<file path="config.mk">
export PLATFORM = sky130hd
export DESIGN_NAME = uart_line_status
export DESIGN_NICKNAME = d
export VERILOG_FILES = /design/src/rtl/uls_pkg.sv /design/src/rtl/uls_rx_fifo.sv /design/src/rtl/uls_tx_track.sv /design/src/rtl/uls_rx_flags.sv /design/src/rtl/uart_line_status.sv
export SDC_FILE = /design/constraint.sdc
export NUM_CORES = 1
export LEC_CHECK = 0
export BUFFER_PORTS_ARGS = -buffer_cell sky130_fd_sc_hd__buf_2
export CAP_MARGIN = 20
export CORE_ASPECT_RATIO = 0.7
export CORE_MARGIN = 2
export CORE_UTILIZATION = 45
export CTS_BUF_LIST = sky130_fd_sc_hd__clkbuf_8
export DETAILED_ROUTE_END_ITERATION = 10
export HOLD_SLACK_MARGIN = 0.02
export SLEW_MARGIN = 20
export SYNTH_ARGS = -nofsm -noshare
export SYNTH_HDL_FRONTEND = slang
export SYNTH_SLANG_ARGS = --single-unit
</file>
<file path="constraint.sdc">
create_clock -name clk -period 3.4 [get_ports clk]
set_clock_uncertainty 0.05 [all_clocks]
set_input_delay 1.02 -clock clk [delete_from_list [all_inputs] [get_ports clk]]
set_output_delay 1.02 -clock clk [all_outputs]
set_load 0.02 [all_outputs]
</file>
<file path="src/rtl/uls_pkg.sv">
package uls_pkg;

  typedef struct packed {
    logic brk;
    logic ferr;
    logic perr;
  } rx_tag_t;

  localparam int unsigned LSR_ERR_BIT  = 7;
  localparam int unsigned LSR_TEMT_BIT = 6;
  localparam int unsigned LSR_THRE_BIT = 5;
  localparam int unsigned LSR_BRK_BIT  = 4;

  // occupancy at or below which the programmable THRE interrupt fires
  function automatic int unsigned thre_level(input logic [1:0] sel, input int unsigned depth);
    case (sel)
      2'b00:   return 0;
      2'b01:   return 2;
      2'b10:   return depth / 4;
      default: return depth / 2;
    endcase
  endfunction

  function automatic logic tag_has_err(input rx_tag_t t);
    return t.perr | t.ferr | t.brk;
  endfunction

endpackage

</file>
<file path="src/rtl/uls_rx_fifo.sv">
module uls_rx_fifo
  import uls_pkg::*;
#(
  parameter int unsigned DEPTH = 16,
  parameter int unsigned DW    = 8,
  localparam int unsigned AW   = $clog2(DEPTH),
  localparam int unsigned CW   = $clog2(DEPTH + 1)
) (
  input  logic          clk,
  input  logic          rst_n,
  input  logic          fifo_en,
  input  logic          push,
  input  logic [DW-1:0] push_data,
  input  rx_tag_t       push_tag,
  input  logic          pop,
  output logic [DW-1:0] head_data,
  output rx_tag_t       head_tag,
  output logic          head_valid,
  output logic [CW-1:0] count,
  output logic [CW-1:0] err_cnt,
  output logic          push_acc,
  output logic          pop_acc
);

  logic [DW-1:0] data_mem [DEPTH];
  rx_tag_t       tag_mem  [DEPTH];
  logic [AW-1:0] wr_ptr, rd_ptr;
  logic [CW-1:0] cap;
  logic          push_err, head_err;

  function automatic logic [AW-1:0] ptr_next(input logic [AW-1:0] p);
    return (p == AW'(DEPTH - 1)) ? '0 : p + 1'b1;
  endfunction

  assign cap        = fifo_en ? CW'(DEPTH) : CW'(1);
  assign push_acc   = push && (count < cap);
  assign pop_acc    = pop && (count != '0);
  assign head_valid = (count != '0);
  assign head_data  = data_mem[rd_ptr];
  assign head_tag   = head_valid ? tag_mem[rd_ptr] : '0;
  assign push_err   = push_acc && tag_has_err(push_tag);
  assign head_err   = pop_acc && tag_has_err(head_tag);

  always_ff @(posedge clk) begin
    if (push_acc) begin
      data_mem[wr_ptr] <= push_data;
      tag_mem[wr_ptr]  <= push_tag;
    end
  end

  always_ff @(posedge clk or negedge rst_n) begin
    if (!rst_n) begin
      wr_ptr  <= '0;
      rd_ptr  <= '0;
      count   <= '0;
      err_cnt <= '0;
    end else begin
      if (push_acc) wr_ptr <= ptr_next(wr_ptr);
      if (pop_acc)  rd_ptr <= ptr_next(rd_ptr);
      case ({push_acc, pop_acc})
        2'b10:   count <= count + 1'b1;
        2'b01:   count <= count - 1'b1;
        default: count <= count;
      endcase
      case ({push_err, head_err})
        2'b10:   err_cnt <= err_cnt + 1'b1;
        2'b01:   err_cnt <= err_cnt - 1'b1;
        default: err_cnt <= err_cnt;
      endcase
    end
  end

endmodule

</file>
<file path="src/rtl/uls_tx_track.sv">
module uls_tx_track
  import uls_pkg::*;
#(
  parameter int unsigned DEPTH = 16,
  localparam int unsigned CW   = $clog2(DEPTH + 1)
) (
  input  logic          clk,
  input  logic          rst_n,
  input  logic          fifo_en,
  input  logic          pthre_en,
  input  logic          thre_ien,
  input  logic [1:0]    thresh,
  input  logic          wr,
  input  logic          load,
  input  logic          tsr_busy,
  output logic [CW-1:0] level,
  output logic          full,
  output logic          temt,
  output logic          thre,
  output logic          irq
);

  logic [CW-1:0] cap, thr_lvl;
  logic          wr_acc, load_acc, prog_mode, empty;

  assign cap       = fifo_en ? CW'(DEPTH) : CW'(1);
  assign wr_acc    = wr && (level < cap);
  assign load_acc  = load && (level != '0);
  assign prog_mode = pthre_en && fifo_en;
  assign empty     = (level == '0);
  assign full      = (level == CW'(DEPTH));
  assign thr_lvl   = CW'(thre_level(thresh, DEPTH));

  assign temt = empty && !tsr_busy;
  assign thre = prog_mode ? full : empty;
  assign irq  = thre_ien && (prog_mode ? (level <= thr_lvl) : empty);

  always_ff @(posedge clk or negedge rst_n) begin
    if (!rst_n) begin
      level <= '0;
    end else begin
      case ({wr_acc, load_acc})
        2'b10:   level <= level + 1'b1;
        2'b01:   level <= level - 1'b1;
        default: level <= level;
      endcase
    end
  end

endmodule

</file>
<file path="src/rtl/uls_rx_flags.sv">
module uls_rx_flags
  import uls_pkg::*;
#(
  parameter int unsigned CW = 5
) (
  input  logic          clk,
  input  logic          rst_n,
  input  logic          fifo_en,
  input  logic          lsr_rd,
  input  logic          push_acc,
  input  rx_tag_t       push_tag,
  input  logic          pop_acc,
  input  logic          head_valid,
  input  rx_tag_t       head_tag,
  input  logic [CW-1:0] err_cnt,
  output logic          rfe,
  output logic          bi,
  output logic          rfe_set,
  output logic          rfe_clr,
  output logic          bi_set,
  output logic          head_brk_live
);

  logic          head_seen;
  logic          head_err;
  logic [CW-1:0] others_err;
  logic          brk_at_head, brk_direct;

  assign head_err      = head_valid && tag_has_err(head_tag);
  assign others_err    = err_cnt - CW'(head_err);
  assign head_brk_live = head_valid && head_tag.brk;

  assign rfe_set     = fifo_en && push_acc && tag_has_err(push_tag);
  assign rfe_clr     = lsr_rd && (others_err == '0);
  assign brk_at_head = fifo_en && head_brk_live && !head_seen;
  assign brk_direct  = !fifo_en && push_acc && push_tag.brk;
  assign bi_set      = brk_at_head || brk_direct;

  always_ff @(posedge clk or negedge rst_n) begin
    if (!rst_n) begin
      rfe       <= 1'b0;
      bi        <= 1'b0;
      head_seen <= 1'b0;
    end else begin
      if (rfe_set)      rfe <= 1'b1;
      else if (rfe_clr) rfe <= 1'b0;
      if (bi_set)       bi <= 1'b1;
      else if (lsr_rd)  bi <= 1'b0;
      if (pop_acc)          head_seen <= 1'b0;
      else if (brk_at_head) head_seen <= 1'b1;
    end
  end

endmodule

</file>
<file path="src/rtl/uart_line_status.sv">
module uart_line_status
  import uls_pkg::*;
#(
  parameter int unsigned DEPTH = 16,
  parameter int unsigned DW    = 8,
  localparam int unsigned CW   = $clog2(DEPTH + 1)
) (
  input  logic          clk,
  input  logic          rst_n,
  input  logic          fifo_en,
  input  logic          pthre_en,
  input  logic          thre_ien,
  input  logic [1:0]    tx_thresh,
  input  logic          rx_push,
  input  logic [DW-1:0] rx_char,
  input  logic          rx_perr,
  input  logic          rx_ferr,
  input  logic          rx_brk,
  input  logic          rx_pop,
  output logic [DW-1:0] rx_data,
  input  logic          tx_wr,
  input  logic          tx_load,
  input  logic          tsr_busy,
  input  logic          lsr_rd,
  output logic [7:0]    lsr_rdata,
  output logic          thre_irq
);

  rx_tag_t       push_tag, head_tag;
  logic          head_valid, push_acc, pop_acc;
  logic [CW-1:0] rx_count, err_cnt, tx_level;
  logic          rfe, bi, rfe_set, rfe_clr, bi_set, head_brk_live;
  logic          tx_full, temt, thre;

  assign push_tag = '{brk: rx_brk, ferr: rx_ferr, perr: rx_perr};

  uls_rx_fifo #(.DEPTH(DEPTH), .DW(DW)) u_rx_fifo (
    .clk(clk), .rst_n(rst_n), .fifo_en(fifo_en),
    .push(rx_push), .push_data(rx_char), .push_tag(push_tag), .pop(rx_pop),
    .head_data(rx_data), .head_tag(head_tag), .head_valid(head_valid),
    .count(rx_count), .err_cnt(err_cnt), .push_acc(push_acc), .pop_acc(pop_acc)
  );

  uls_rx_flags #(.CW(CW)) u_rx_flags (
    .clk(clk), .rst_n(rst_n), .fifo_en(fifo_en), .lsr_rd(lsr_rd),
    .push_acc(push_acc), .push_tag(push_tag), .pop_acc(pop_acc),
    .head_valid(head_valid), .head_tag(head_tag), .err_cnt(err_cnt),
    .rfe(rfe), .bi(bi), .rfe_set(rfe_set), .rfe_clr(rfe_clr),
    .bi_set(bi_set), .head_brk_live(head_brk_live)
  );

  uls_tx_track #(.DEPTH(DEPTH)) u_tx_track (
    .clk(clk), .rst_n(rst_n), .fifo_en(fifo_en), .pthre_en(pthre_en),
    .thre_ien(thre_ien), .thresh(tx_thresh), .wr(tx_wr), .load(tx_load),
    .tsr_busy(tsr_busy), .level(tx_level), .full(tx_full),
    .temt(temt), .thre(thre), .irq(thre_irq)
  );

  always_comb begin
    lsr_rdata               = '0;
    lsr_rdata[LSR_ERR_BIT]  = rfe && fifo_en;
    lsr_rdata[LSR_TEMT_BIT] = temt;
    lsr_rdata[LSR_THRE_BIT] = thre;
    lsr_rdata[LSR_BRK_BIT]  = bi;
  end

endmodule

</file>
==> results.py <==
metrics = {
    "floorplan": {
        "die-area_um2": 20300,
        "rows": 42,
        "die_w_um": 169,
        "die_h_um": 120,
        "core_region_area_um2": 18900,
        "boundaryPins": 41,
        "initial_utilization": 0.457,
    },
    "detailed_routing": {
        "drt_iter0_markers": 336,
        "num_vias": 4568,
        "routed_via_density": 5.34,
        "remaining_drc_errors": 0,
        "routedWlPerCell_um": 20.5,
        "ant_nets": 0,
        "routed_wl_um": 17500,
        "first_pass_iters": 4,
    },
    "timing": {
        "rsz0062_at_grt": "true",
        "finalHoldViolations": 0,
        "slew_violations": 0,
        "max_slew_margin": 0.597,
        "whs_ns": 0.401,
        "tightest_slew_ns": 0.604,
        "fmax_mhz": 283,
        "setup_viol_count_final": 8,
        "finalSetupTns_ns": -0.629,
        "min_period_ns": 3.53,
        "fin_crit_sh": 1.04,
        "worst_slack_ns": -0.133,
    },
    "yosys": {
        "synth-seq-cells": 202,
        "avgSynthCellArea_um2": 17.8,
        "ys.warnings.count": 0,
        "synth.distinct_cells": 48,
        "seq_area_frac_synth": 0.688,
        "synth-main-ff-cell": "edfxtp_1",
        "synth_cells": 484,
        "synth-edff-count": 176,
        "synthArstFlopShare": 0.129,
        "synth_area_um2": 8620,
    },
    "clock_tree": {
        "cts_sinks": 202,
        "clk_path_buf_depth": 3,
        "htreeDepth": 2,
        "cts_inserted_buffers": 34,
        "cts_tree": "yes",
        "cts_hold_buffers": 0,
        "clkTransAtPathRegs_ns": 0.06,
        "root_buffer": "clkbuf_8",
        "clock_latency_ns": 0.51,
    },
    "run": {
        "maxCapViolations": 0,
    },
    "grt": {
        "antenna_found_initial": 0,
        "grt_overflow_total": 0,
        "grt_pass1_wl_um": 27700,
        "grt_max_degree": 27,
        "first_global_vias": 4733,
        "track_usage": 0.183,
    },
    "setup_path": {
        "critPathLaunchType": "flip-flop",
        "arrival_ns": 2.46,
        "worstPathCellList": "buf_8 -> buf_12 -> buf_16 -> mux4_2 -> mux4_2 -> buf_6",
        "max_stage_delay_ns": 0.51,
        "path_buf_inv": 4,
        "crit_start": "u_rx_fifo.rd_ptr[0]",
        "crit_type": "flip-flop to output pin",
        "crit_fanout": 5,
        "cp_slowest_cell": "mux4_2",
        "cp-end-kind": "output pin",
        "crit_family": "multiplexers",
        "r2r_start": "u_rx_fifo.rd_ptr[2]",
        "crit_top_cell": "mux4_2",
        "required_ns": 2.33,
    },
    "power_and_ir_drop": {
        "powerDensity_nw_per_um2": 821,
        "max-vdd-ir-drop_mv": 0.380,
        "p_leak_nw": 3.74,
        "power_mw": 8.37,
    },
    "cells_and_area": {
        "final_nets": 643,
        "antenna_cells": 0,
        "postLayoutCoreUtil": 0.541,
        "syn_to_final_growth_pct": 18.3,
        "drive_gt1_frac": 0.329,
    },
    "placed_design": {
        "port_buffers": 36,
        "hpwl_um": 11200,
        "globalplace.congestion": 0.792,
        "place_ws_ns": -0.209,
    },
    "run_status": {
        "failed_checks": "negative setup slack",
        "outcome": "finished with violations",
    },
    "hold_path": {
        "min-delay-start": "u_rx_flags.head_seen",
        "holdCritPathClass": "flip-flop to flip-flop",
    },
}
## worst reg2reg max path, cell delays in order (launching register included)
cell	delay (ns)
dfrtp_2	0.49
buf_4	0.18
a2111oi_1	0.40
o41a_1	0.23
a311oi_2	0.07
buf_4	0.16
nor2b_1	0.11
ha_2	0.24
inv_1	0.08
fa_1	0.39
nor2b_1	0.12
o21ai_1	0.07
and3_1	0.19
nor3_2	0.16
xor2_1	0.16
## per-stage QoR
step | instances | area [um2]
finish | 856 | 10200
global route | 856 | 10200
CTS | 858 | 10200
detailed placement | 791 | 9380
global placement | 791 | 9380
floorplan | 487 | 8650
## metal layers
metal	global-route usage	vias up	wire (um)
li1	-	2115	-
met3	0.0505	33	1450
met2	0.273	143	7840
met5	0	-	0
met4	0.0513	0	364
met1	0.267	2277	7880
## synth_stat cells, drive strengths merged (2+ instances only)
cell type    n  area share
o31ai        2      0.0017
nand2b       3      0.0022
and3         3      0.0022
nor2b        6      0.0044
nand3        6      0.0035
ha          23       0.033
nor3        17       0.012
mux4        44        0.12
or4          2      0.0022
nor2        23       0.010
a21o         4      0.0035
o21ai       23       0.013
nand2       21       0.012
fa           3      0.0070
xnor2        7      0.0071
o21a         3      0.0026
edfxtp     176        0.61
a211oi       2      0.0017
a2111oi      4      0.0041
a21oi        9      0.0052
o311ai       2      0.0020
xor2         9      0.0091
dfrtp       26       0.075
clkbuf       4      0.0017
inv         22      0.0096
mux2i        3      0.0035
buf         24       0.022
nand4        2      0.0015
## cell usage in the layout, fill, tap and decap left out, types with 3 or more instances in the layout
cell | synthesis | final
a21oi_1 | 9 | 9
conb_1 | 1 | 4
a21o_1 | 4 | 4
and3_1 | 3 | 3
clkinv_1 | 0 | 6
buf_6 | 2 | 7
nor3_1 | 14 | 11
o21ai_0 | 22 | 20
buf_4 | 8 | 53
inv_1 | 22 | 31
nor2_1 | 23 | 22
ha_1 | 23 | 19
buf_12 | 0 | 6
buf_2 | 8 | 29
mux2i_1 | 3 | 3
clkbuf_8 | 0 | 36
dfrtp_2 | 0 | 3
o21a_1 | 3 | 3
nand2_1 | 18 | 18
nor2b_1 | 6 | 5
nand3_1 | 6 | 6
mux4_1 | 23 | 8
fa_1 | 3 | 3
mux4_2 | 21 | 36
nor3_2 | 3 | 6
xor2_1 | 9 | 9
dfrtp_1 | 26 | 23
xnor2_1 | 7 | 7
clkinv_2 | 0 | 3
nand2_4 | 3 | 3
edfxtp_1 | 176 | 176
## cell type report
| class | instances | area (um2) |
|---|---|---|
| inverters | 22 | 82.6 |
| well taps | 242 | 303 |
| multi-input cells | 235 | 2450 |
| clock buffers | 36 | 495 |
| repair buffers | 98 | 812 |
| fillers | 1496 | 8660 |
| flip-flops and latches | 202 | 5940 |
| clock inverters | 21 | 119 |
## what timing repair did
item	4_1_cts	5_1_grt
cloned	3	0
setup endpoints to repair	10	10
pin swaps	5	1
gates resized for setup	44	12
hold endpoints to repair	0	0
setup buffers	7	0
## power by group
| part | switching, mW | internal, mW | leakage, nW |
|---|---|---|---|
| clock | 0.933 | 1.06 | 0.351 |
| sequential | 0.238 | 2.98 | 1.90 |
| combinational | 1.53 | 1.64 | 1.49 |
| total | 2.70 | 5.67 | 3.74 |
## state kept, by name (all words and copies together), names as in the netlist, 4 cells and up
name,count
u_rx_fifo.data_mem,128
u_rx_fifo.count,5
u_rx_fifo.rd_ptr,4
u_rx_fifo.wr_ptr,4
u_rx_fifo.err_cnt,5
u_rx_fifo.tag_mem,48
u_tx_track.level,5
## cells by family after synthesis
family | Yosys count | synth area share
muxes | 47 | 0.128
DFF | 202 | 0.688
and+or+nand+nor | 88 | 0.0534
other | 1 | 0.000435
xor gates and xnor gates | 16 | 0.0162
AOI/OAI and AO/OA | 54 | 0.0396
buffers and inverters | 50 | 0.0334
adders and majority gates | 26 | 0.0403
## path summary, 6_finish.rpt
path	endpoint	slack, ns	cells past startpoint
worst max-delay path	rx_data[4]	-0.13	6
worst min-delay path	u_rx_flags.bi	0.40	1
worst max register to register	u_rx_fifo.err_cnt[4]	0.21	14
worst min register to register	u_rx_flags.bi	0.40	1
max in group asynchronous	u_rx_fifo.rd_ptr[1]	2.38	1
min in group asynchronous	u_rx_fifo.count[3]	0.47	1
No activity file was read; power rests on OpenSTA's default activity.
